**config.mk**
```make
export PLATFORM = sky130hd
export DESIGN_NAME = i2c_tgt_wait
export DESIGN_NICKNAME = d
export VERILOG_FILES = /design/src/rtl/i2c_tgt_wait.sv
export SDC_FILE = /design/constraint.sdc
export NUM_CORES = 1
export LEC_CHECK = 0
export BUFFER_PORTS_ARGS = -buffer_cell sky130_fd_sc_hd__clkbuf_2
export CORE_ASPECT_RATIO = 0.8
export CORE_UTILIZATION = 35
export DETAILED_ROUTE_END_ITERATION = 10
export GPL_TIMING_DRIVEN = 1
export PLACE_DENSITY = 0.53
export SLEW_MARGIN = 20
export SYNTH_ARGS = -nofsm -noshare
export SYNTH_HDL_FRONTEND = slang
export SYNTH_SLANG_ARGS = --single-unit
export TNS_END_PERCENT = 1
```
**constraint.sdc**
```tcl
create_clock -name clk -period 2.3 [get_ports clk]
set_input_delay 0.345 -clock clk [delete_from_list [all_inputs] [get_ports clk]]
set_output_delay 0.345 -clock clk [all_outputs]
set_load 0.05 [all_outputs]
```
**src/rtl/i2c_tgt_wait.sv**
```systemverilog
module i2c_tgt_wait (
  input  logic       clk,
  input  logic       rst_n,
  input  logic       scl_i,
  input  logic       sda_i,
  output logic       scl_lo,
  output logic       sda_lo,
  input  logic [6:0] own_addr,
  input  logic       wait9,
  input  logic       stop_ie,
  input  logic       ack_en,
  input  logic       wr_en,
  input  logic [7:0] wr_data,
  input  logic       rel,
  output logic [7:0] rd_data,
  output logic       irq,
  output logic       ext_code,
  output logic       tx_err,
  output logic       tx_mode
);
  logic [2:0] scl_m, sda_m;
  logic [3:0] cnt;
  logic [7:0] sr, txb;
  logic active, addr_ph, hold, drv, ackbit, ext_r, err_r, tx_r, irq_r;

  wire scl_rise = scl_m[1] & ~scl_m[2];
  wire scl_fall = ~scl_m[1] & scl_m[2];
  wire start_c  = scl_m[1] & scl_m[2] & sda_m[2] & ~sda_m[1];
  wire stop_c   = scl_m[1] & scl_m[2] & ~sda_m[2] & sda_m[1];
  wire hit      = (sr[7:1] == own_addr);
  wire ext_c    = (sr[7:4] == 4'h0) || (sr[7:4] == 4'hF);
  wire txdata   = active & tx_r & ~addr_ph;
  wire release_w = wr_en | rel;

  assign scl_lo   = hold;
  assign sda_lo   = drv;
  assign rd_data  = sr;
  assign irq      = irq_r;
  assign ext_code = ext_r;
  assign tx_err   = err_r;
  assign tx_mode  = tx_r;

  always_ff @(posedge clk or negedge rst_n) begin
    if (!rst_n) begin
      scl_m <= 3'b111; sda_m <= 3'b111;
      cnt <= 4'd0; sr <= 8'h00; txb <= 8'h00;
      active <= 1'b0; addr_ph <= 1'b0; hold <= 1'b0; drv <= 1'b0;
      ackbit <= 1'b1; ext_r <= 1'b0; err_r <= 1'b0; tx_r <= 1'b0; irq_r <= 1'b0;
    end else begin
      scl_m <= {scl_m[1:0], scl_i};
      sda_m <= {sda_m[1:0], sda_i};
      irq_r <= 1'b0;
      if (wr_en) begin
        sr  <= wr_data;
        txb <= wr_data;
        if (hold && txdata && cnt == 4'd0) drv <= ~wr_data[7];
      end
      if (release_w) begin
        hold <= 1'b0;
        if (hold && active && !txdata && cnt == 4'd8) drv <= ack_en;
      end
      if (start_c) begin
        active <= 1'b1; addr_ph <= 1'b1; cnt <= 4'd0; hold <= 1'b0; drv <= 1'b0;
        ext_r <= 1'b0; err_r <= 1'b0; tx_r <= 1'b0;
      end else if (stop_c) begin
        active <= 1'b0; hold <= 1'b0; drv <= 1'b0; irq_r <= stop_ie;
      end else if (active && scl_rise) begin
        if (cnt < 4'd8) sr <= {sr[6:0], sda_m[1]};
        else            ackbit <= sda_m[1];
        cnt <= cnt + 4'd1;
      end else if (active && scl_fall && cnt == 4'd8) begin
        if (addr_ph) begin
          tx_r <= sr[0];
          if (hit) drv <= 1'b1;
          else if (ext_c) begin ext_r <= 1'b1; hold <= 1'b1; irq_r <= 1'b1; end
          else active <= 1'b0;
        end else if (tx_r) begin
          err_r <= (sr != txb);
          drv   <= 1'b0;
          if (!wait9) begin hold <= 1'b1; irq_r <= 1'b1; end
        end else if (wait9) begin
          drv <= ack_en;
        end else begin
          hold <= 1'b1; irq_r <= 1'b1;
        end
      end else if (active && scl_fall && cnt == 4'd9) begin
        cnt <= 4'd0; addr_ph <= 1'b0;
        if (addr_ph) begin
          drv <= 1'b0;
          if (!ext_r) begin hold <= 1'b1; irq_r <= 1'b1; end
        end else if (tx_r && ackbit) begin
          active <= 1'b0; drv <= 1'b0;
        end else begin
          drv <= tx_r & ~sr[7];
          if (wait9) begin hold <= 1'b1; irq_r <= 1'b1; end
        end
      end else if (scl_fall && txdata && cnt < 4'd8) begin
        drv <= ~sr[7];
      end
    end
  end
endmodule


```
==> flow_metrics.env, run 1 <==
export IMPL_cts_sinks=35
export IMPL_power_leakage_uw=0.00101
export IMPL_drc=0
export IMPL_diodes=0
export IMPL_die_area_mm2=0.00582
export IMPL_nets=257
export IMPL_clkSlewWorstSetupHoldPaths_ps=80
export IMPL_cp_max_fo=7
export IMPL_area_delta_synth_final_pct=18.4
export IMPL_async_reset_ff_frac=1.00
export IMPL_final_cells=293
export IMPL_finalClockSkew_ps=8.40
export IMPL_grt_usage=0.164
export IMPL_worstSetupStartpointType="register"
export IMPL_cts_tree="yes"
export IMPL_final_hold_violation_count=0
export IMPL_cp_arrival_ps=2110
export IMPL_netlist_area_leader_share=0.363
export IMPL_setup_viol=0
export IMPL_ys_warn_count=0
export IMPL_rsz0062_at_grt="no"
export IMPL_start_util=0.375
export IMPL_fin_area_mm2=0.00228
export IMPL_synth_cell_types=48
export IMPL_synth_top_family_by_area="simple AND/OR/NAND/NOR gates"
export IMPL_portBuffers=37
export IMPL_gp_congestion=0.763
export IMPL_fin_tns_setup_ps=0
export IMPL_num_rows=23
export IMPL_drtIter0Drc=94
export IMPL_rrSetupSlack_ps=330
export IMPL_mostFrequentLayoutCells="37 x clkbuf_2, 28 x dfrtp_1, 22 x nand2_1, 21 x o21ai_0, 14 x nor2_1"
export IMPL_syn_area_mm2=0.00193
export IMPL_hold_path_class="input port to async pin"
export IMPL_dp_cells=285
export IMPL_pin_count=38
export IMPL_end_kind="register"
export IMPL_fmax_mhz=506
export IMPL_power_density_mw_per_mm2=695
export IMPL_grt_first_pass_wirelength_um=7180
export IMPL_cts_buffer_depth=2
export IMPL_peakVddDrop_mv=0.347
export IMPL_syn_inst=190
export IMPL_h_tree_depth=2
export IMPL_post_cts_buffers=0
export IMPL_grt_pass1_vias=1398
export IMPL_synthAdderAreaFrac=0.0195
export IMPL_worst_pin_slew_ps=879
export IMPL_via_per_inst=5.16
export IMPL_fillers=530
export IMPL_holdBufCountCts=0
export IMPL_placed_cell_area_mm2=0.00217
export IMPL_antenna_found_initial=0
export IMPL_syn_nets=217
export IMPL_coreArea_mm2=0.00515
export IMPL_synth_flop_cell="dfrtp_1"
export IMPL_syn_area_per_cell_um2=10.2
export IMPL_drive_gt1_frac=0.312
export IMPL_die_height_um=68.4
export IMPL_drv_slew=0
export IMPL_synth_xor_area_frac=0.0772
export IMPL_status="complete, no violations"
export IMPL_drv_cap=0
export IMPL_synth_seq_cells=35
export IMPL_synth_compound_area_frac=0.147
export IMPL_first_pass_iters=5
export IMPL_cts_resized_gates=0
export IMPL_clock_latency_ps=280
export IMPL_synthMuxAreaShare=0.0882
export IMPL_drt_total_wl_um=4390
export IMPL_dp_hpwl_um=3250
export IMPL_ys_seq_area_frac=0.458
export IMPL_min_period_ps=1970
export IMPL_slew_headroom=0.412
export IMPL_yosysTopAreaCell="dfrtp_1"
export IMPL_numCtsBuffers=5
export IMPL_crit_type="register to register"
export IMPL_synthSimpleGateAreaFrac=0.176
export IMPL_vias=1513
export IMPL_grt_ovfl_total=0
export IMPL_synth_area_top_cells="dfrtp_1 36%, dfstp_2 9.5%, o21ai_0 5.4%, mux2_2 4.7%, xnor2_1 4.5%"
export IMPL_die_x_um=85.0
export IMPL_worstPathRequired_ps=2440
export IMPL_cts_root_buf="clkbuf_8"
export IMPL_synth_edf_count=0
export IMPL_grt_max_degree=36
export IMPL_antenna_left=0
export IMPL_finalCritPeriodShare=0.858
export IMPL_layout_commonest_cell="clkbuf_2"
export IMPL_wl_per_cell_um=15.0
[metrics by stage]
stage               utilization  hold slack (ps)  setup WS (ps)  total power [uW]
detailed placement        0.422              347            348              1050
CTS                       0.443              105            337              1610
floorplan                     -             49.4            443               948
global route              0.443              121            195              1670
global placement          0.422              346            321              1050
finish                    0.443             88.6            326              1590
[path summary, 6_finish.rpt]
check / start / endpoint / cells after the start
min reg2reg: sda_m[0]$_DFF_PN1_ / sda_m[1]$_DFF_PN1_ / 0
max: rd_data[4]$_DFF_PN0_ / irq$_DFF_PN0_ / 5
min: rst_n / cnt[0]$_DFFE_PN0P_ / 2
max reg2reg: rd_data[4]$_DFF_PN0_ / irq$_DFF_PN0_ / 5
min in group clk: scl_i / scl_m[0]$_DFF_PN1_ / 1
max in group asynchronous: rst_n / sda_m[2]$_DFF_PN1_ / 2
[critical path: stages (launching register included)]
cell and delay, ps:
dfrtp_1 470, xor2_1 210, nor4_2 370, a311oi_1 180, a211oi_1 430, o31ai_1 170
[registers in the layout, indices dropped and copies added (netlist names)]
| name | flops |
|---|---|
| scl_lo | 1 |
| irq | 1 |
| cnt | 4 |
| tx_mode | 1 |
| txb | 8 |
| sda_lo | 1 |
| ackbit | 1 |
| addr_ph | 1 |
| tx_err | 1 |
| rd_data | 8 |
| scl_m | 3 |
| active | 1 |
| sda_m | 3 |
| ext_code | 1 |
[synthesized netlist by cell type (2+ instances only)]
library cell,count
and3b_1,2
nor3_1,2
o21ai_0,21
nor2b_1,2
nor2_1,14
and3b_2,2
ha_1,3
nand3_1,3
buf_2,3
dfstp_2,7
inv_1,6
mux2_2,8
a31oi_1,4
a21oi_1,5
nand2_1,22
xor2_1,7
xnor2_1,10
mux2i_1,8
dfrtp_1,28
o31ai_1,2
nand4_1,3
clkbuf_1,2
[metal layers]
metal	global-route usage	part of all wire	routed length, um	up-vias
met5	0	0	0	-
met4	0.0360	0.0023	10	0
met3	0.0422	0.063	278	2
met2	0.206	0.38	1690	40
met1	0.267	0.55	2410	711
li1	-	-	-	760
[logic make-up after synthesis]
logic type               count (synthesis)
XOR/XNOR                                17
multiplexers                            16
buffers and inverters                   13
AO/OA/AOI/OAI                           44
AND/OR/NAND/NOR                         62
flip-flops                              35
adder cells (fa/ha/maj)                  3
[final cells by class]
class	count	area, um2	share of cell area
Timing Repair Buffer	40	208	0.0910
Tap cell	62	77.6	0.0340
Sequential cell	35	885	0.387
Inverter	6	22.5	0.00986
Multi-Input combinational cell	142	981	0.430
Clock buffer	6	72.6	0.0318
Clock inverter	2	37.5	0.0164
[power by group]
group | switching, uW | internal, uW | total, uW
combinational | 178 | 116 | 295
sequential | 69.7 | 669 | 739
clock | 230 | 324 | 553
total | 478 | 1110 | 1590
No activity file was read; power rests on OpenSTA's default activity.
==> run 2: changes to the inputs <==
--- a/config.mk
+++ b/config.mk
@@ -6,11 +6,11 @@
 export NUM_CORES = 1
 export LEC_CHECK = 0
 export BUFFER_PORTS_ARGS = -buffer_cell sky130_fd_sc_hd__clkbuf_2
-export CORE_ASPECT_RATIO = 0.8
+export CORE_ASPECT_RATIO = 0.75
 export CORE_UTILIZATION = 35
 export DETAILED_ROUTE_END_ITERATION = 10
 export GPL_TIMING_DRIVEN = 1
-export PLACE_DENSITY = 0.53
+export PLACE_DENSITY_LB_ADDON = 0.1
 export SLEW_MARGIN = 20
 export SYNTH_ARGS = -nofsm -noshare
 export SYNTH_HDL_FRONTEND = slang
==> flow_metrics.env, run 2 (synthesis gave the netlist of run 1 again) <==
export IMPL_finalClockSkew_ps=6.40
export IMPL_gp_congestion=0.778
export IMPL_grt_pass1_vias=1322
export IMPL_pin_count=38
export IMPL_holdBufCountCts=0
export IMPL_violations="hold timing"
export IMPL_antenna_found_initial=0
export IMPL_clock_latency_ps=290
export IMPL_numCtsBuffers=5
export IMPL_fmax_mhz=502
export IMPL_met3WireLength_um=271
export IMPL_layout_commonest_cell="clkbuf_2"
export IMPL_final_hold_violation_count=13
export IMPL_vias=1524
export IMPL_cts_resized_gates=0
export IMPL_drv_slew=0
export IMPL_nets=258
export IMPL_cp_arrival_ps=2140
export IMPL_clkSlewWorstSetupHoldPaths_ps=80
export IMPL_fin_tns_setup_ps=0
export IMPL_portBuffers=37
export IMPL_area_delta_synth_final_pct=19.7
export IMPL_die_area_mm2=0.00582
export IMPL_top_layer_used="met4"
export IMPL_coreArea_mm2=0.00532
export IMPL_fin_area_mm2=0.00231
export IMPL_worst_pin_slew_ps=843
export IMPL_cts_buffer_depth=2
export IMPL_wl_met1_um=2390
export IMPL_drc=0
export IMPL_diodes=0
export IMPL_cts_sinks=35
export IMPL_drtIter0Drc=99
export IMPL_fillers=528
export IMPL_slew_headroom=0.436
export IMPL_antenna_left=0
export IMPL_via_per_inst=4.96
export IMPL_wl_met2_um=1700
export IMPL_crit_type="register to register"
export IMPL_worstPathRequired_ps=2440
export IMPL_peakVddDrop_mv=0.382
export IMPL_power_leakage_uw=0.00102
export IMPL_grt_max_degree=19
export IMPL_placed_cell_area_mm2=0.00220
export IMPL_drt_total_wl_um=4410
export IMPL_setup_viol=0
export IMPL_rsz0062_at_grt="no"
export IMPL_setup_ws_ps=310
export IMPL_cts_root_buf="clkbuf_8"
export IMPL_num_rows=23
export IMPL_status="finished, violations left"
export IMPL_first_pass_iters=4
export IMPL_pre_cts_ws_ps=329
export IMPL_mostFrequentLayoutCells="37 x clkbuf_2, 28 x dfrtp_1, 22 x nand2_1, 21 x o21ai_0, 14 x nor2_1"
export IMPL_utilization=0.434
export IMPL_drive_gt1_frac=0.319
export IMPL_worstSetupStartpointType="register"
export IMPL_finalCritPeriodShare=0.865
export IMPL_h_tree_depth=2
export IMPL_cts_tree="yes"
export IMPL_min_period_ps=1990
export IMPL_die_height_um=66.3
export IMPL_drv_cap=0
export IMPL_dp_hpwl_um=3350
export IMPL_cp_max_fo=7
export IMPL_start_util=0.362
export IMPL_hold_path_class="input port to async pin"
export IMPL_hold_slack_ps=-8.61
export IMPL_grt_ovfl_total=0
export IMPL_grt_usage=0.166
export IMPL_wl_per_cell_um=14.4
export IMPL_post_cts_buffers=0
export IMPL_end_kind="register"
export IMPL_grt_first_pass_wirelength_um=6980
export IMPL_die_x_um=87.7
export IMPL_power_density_mw_per_mm2=691
run 2: layout make-up:
class                      instances  area, um2  area share
clock buffer                       5       68.8      0.0298
clock inverter                     3       43.8      0.0190
inverter                           6       22.5     0.00975
multi-input combinational        142        981       0.425
sequential                        35        885       0.383
tap                               75       93.8      0.0406
timing repair buffer              41        215      0.0932
run 2: final timing paths:
| kind | startpoint | cells after the start | to | slack (ps) |
|---|---|---|---|---|
| max reg2reg | rd_data[4]$_DFF_PN0_ | 5 | irq$_DFF_PN0_ | 310 |
| max | rd_data[4]$_DFF_PN0_ | 5 | irq$_DFF_PN0_ | 310 |
| max in group asynchronous | rst_n | 2 | scl_m[2]$_DFF_PN1_ | 1690 |
| min reg2reg | sda_m[0]$_DFF_PN1_ | 0 | sda_m[1]$_DFF_PN1_ | 360 |
| min in group clk | sda_i | 1 | sda_m[0]$_DFF_PN1_ | 130 |
| min | rst_n | 1 | scl_lo$_DFF_PN0_ | -9 |
run 2: through the flow:
step / instances / total power [uW]
after floorplan: 190 / 948
after global placement: 299 / 1050
after detailed placement: 299 / 1050
after CTS: 307 / 1610
after global routing: 307 / 1680
final: 307 / 1600
run 2: metal layers:
metal | GRT usage | up-vias
li1 | - | 762
met1 | 0.269 | 720
met2 | 0.197 | 37
met3 | 0.0437 | 5
met4 | 0.0615 | 0
met5 | 0 | -
run 2: power breakdown:
group | internal, uW | switching (uW)
registers | 669 | 68.7
logic | 117 | 177
clock network | 323 | 240
run 2: critical path, cell delays in order (launching register included):
cell      delay [ps]
dfrtp_1          470
xor2_1           200
nor4_2           410
a311oi_1         180
a211oi_1         430
o31ai_1          160
==> run 3: changes to the inputs <==
--- a/config.mk
+++ b/config.mk
@@ -11,6 +11,7 @@
 export DETAILED_ROUTE_END_ITERATION = 10
 export GPL_TIMING_DRIVEN = 1
 export PLACE_DENSITY_LB_ADDON = 0.1
+export SKIP_LAST_GASP = 1
 export SLEW_MARGIN = 20
 export SYNTH_ARGS = -nofsm -noshare
 export SYNTH_HDL_FRONTEND = slang
==> constraint.sdc (replaced) <==
create_clock -name clk -period 2.3 [get_ports clk]
set_input_delay 0.23 -clock clk [delete_from_list [all_inputs] [get_ports clk]]
set_output_delay 0.23 -clock clk [all_outputs]
set_load 0.05 [all_outputs]
==> flow_metrics.env, run 3 (synthesis gave the netlist of run 1 again) <==
export IMPL_grt_ovfl_total=0
export IMPL_fin_tns_setup_ps=0
export IMPL_rsz0062_at_grt="no"
export IMPL_mostFrequentLayoutCells="37 x clkbuf_2, 28 x dfrtp_1, 22 x nand2_1, 21 x o21ai_0, 14 x nor2_1"
export IMPL_drive_gt1_frac=0.313
export IMPL_drv_cap=0
export IMPL_status="complete, no violations"
export IMPL_h_tree_depth=2
export IMPL_cts_resized_gates=0
export IMPL_cts_buffer_depth=2
export IMPL_crit_type="register to register"
export IMPL_finalCritPeriodShare=0.857
export IMPL_first_pass_iters=4
export IMPL_grt_first_pass_wirelength_um=7020
export IMPL_power_uw=1580
export IMPL_diodes=0
export IMPL_pin_count=38
export IMPL_cts_sinks=35
export IMPL_worstSetupStartpointType="register"
export IMPL_gp_congestion=0.741
export IMPL_cp_arrival_ps=2110
export IMPL_grt_pass1_vias=1404
export IMPL_drv_slew=0
export IMPL_multiInputGateArea_um2=981
export IMPL_portBuffers=37
export IMPL_antenna_found_initial=0
export IMPL_power_density_mw_per_mm2=689
export IMPL_num_rows=23
export IMPL_crit_buf_inv=0
export IMPL_hold_slack_ps=23.8
export IMPL_vias=1512
export IMPL_power_leakage_uw=0.00102
export IMPL_numCtsBuffers=5
export IMPL_finalClockSkew_ps=7.06
export IMPL_die_height_um=66.3
export IMPL_p_int_uw=1110
export IMPL_seqPwrFrac=0.469
export IMPL_wl_per_cell_um=14.1
export IMPL_drc=0
export IMPL_clkSlewWorstSetupHoldPaths_ps=70
export IMPL_cts_tree="yes"
export IMPL_dp_hpwl_um=3230
export IMPL_crit_chain="xor2_1, nor4_2, a311oi_1, a211oi_1, o31ai_1"
export IMPL_crit_family="compound AO/OA/AOI/OAI gates"
export IMPL_worst_pin_slew_ps=888
export IMPL_nets=256
export IMPL_die_x_um=87.7
export IMPL_final_hold_violation_count=0
export IMPL_die_area_mm2=0.00582
export IMPL_end_kind="register"
export IMPL_grt_usage=0.164
export IMPL_worstPathRequired_ps=2440
export IMPL_via_per_inst=4.96
export IMPL_antenna_left=0
export IMPL_min_period_ps=1970
export IMPL_p_switching_uw=473
export IMPL_peakVddDrop_mv=0.378
export IMPL_holdBufCountCts=0
export IMPL_slowest_stage="dfrtp_1"
export IMPL_post_cts_buffers=0
export IMPL_hold_path_class="input port to register"
export IMPL_comb_power_share=0.184
export IMPL_clock_latency_ps=290
export IMPL_coreArea_mm2=0.00532
export IMPL_drtIter0Drc=52
export IMPL_area_delta_synth_final_pct=18.9
export IMPL_utilization=0.431
export IMPL_clkPwrFrac=0.347
export IMPL_cp_slowest_stage_delay_ps=480
export IMPL_layout_commonest_cell="clkbuf_2"
export IMPL_start_util=0.362
export IMPL_drt_total_wl_um=4290
export IMPL_grt_max_degree=36
export IMPL_cp_max_fo=7
export IMPL_slew_headroom=0.406
export IMPL_fillers=539
export IMPL_setup_viol=0
export IMPL_dp_cells=297
export IMPL_final_cells=305
export IMPL_cts_root_buf="clkbuf_8"
export IMPL_fmax_mhz=507
export IMPL_seq_area_um2=885
export IMPL_switching_share=0.299
[run 3: power groups by stage]
| stage | clock [uW] | combinational (uW) | sequential, uW |
|---|---|---|---|
| finish | 548 | 291 | 741 |
| CTS | 575 | 295 | 741 |
| detailed placement | 0 | 293 | 752 |
| global placement | 0 | 297 | 752 |
| floorplan | 0 | 151 | 798 |
| global route | 597 | 324 | 750 |
[run 3: through the flow]
step	worst slack (ps)	cell area [um2]
2_1_floorplan	443	1930
3_3_place_gp	299	2180
3_5_place_dp	326	2180
4_1_cts	310	2290
5_1_grt	172	2290
6_report	328	2290
[run 3: worst reg2reg max path, stage by stage, from the launching register on]
cell and delay (ps):
dfrtp_1 480, xor2_1 210, nor4_2 380, a311oi_1 190, a211oi_1 420, o31ai_1 150
[run 3: path summary, 6_finish.rpt]
check / depth (start not counted) / endpoint / startpoint / slack, ps
max: 5 / irq$_DFF_PN0_ / rd_data[4]$_DFF_PN0_ / 330
min reg2reg: 0 / sda_m[1]$_DFF_PN1_ / sda_m[0]$_DFF_PN1_ / 360
max reg2reg: 5 / irq$_DFF_PN0_ / rd_data[4]$_DFF_PN0_ / 330
max in group asynchronous: 1 / irq$_DFF_PN0_ / rst_n / 1690
min in group asynchronous: 1 / sda_lo$_DFF_PN0_ / rst_n / 60
min: 1 / scl_m[0]$_DFF_PN1_ / scl_i / 20
[run 3: area by class of cell]
type / count / share of cell area
Clock buffer: 5 / 0.0300
Tap cell: 75 / 0.0409
Sequential cell: 35 / 0.385
Clock inverter: 3 / 0.0191
Inverter: 6 / 0.00981
Multi-Input combinational cell: 142 / 0.427
Timing Repair Buffer: 39 / 0.0872
[run 3: per-layer routing]
layer | share of wire | vias to the layer above | global-route usage
li1 | - | 753 | -
met1 | 0.56 | 718 | 0.258
met2 | 0.39 | 33 | 0.215
met3 | 0.038 | 8 | 0.0424
met4 | 0.0089 | 0 | 0.0430
met5 | 0 | - | 0
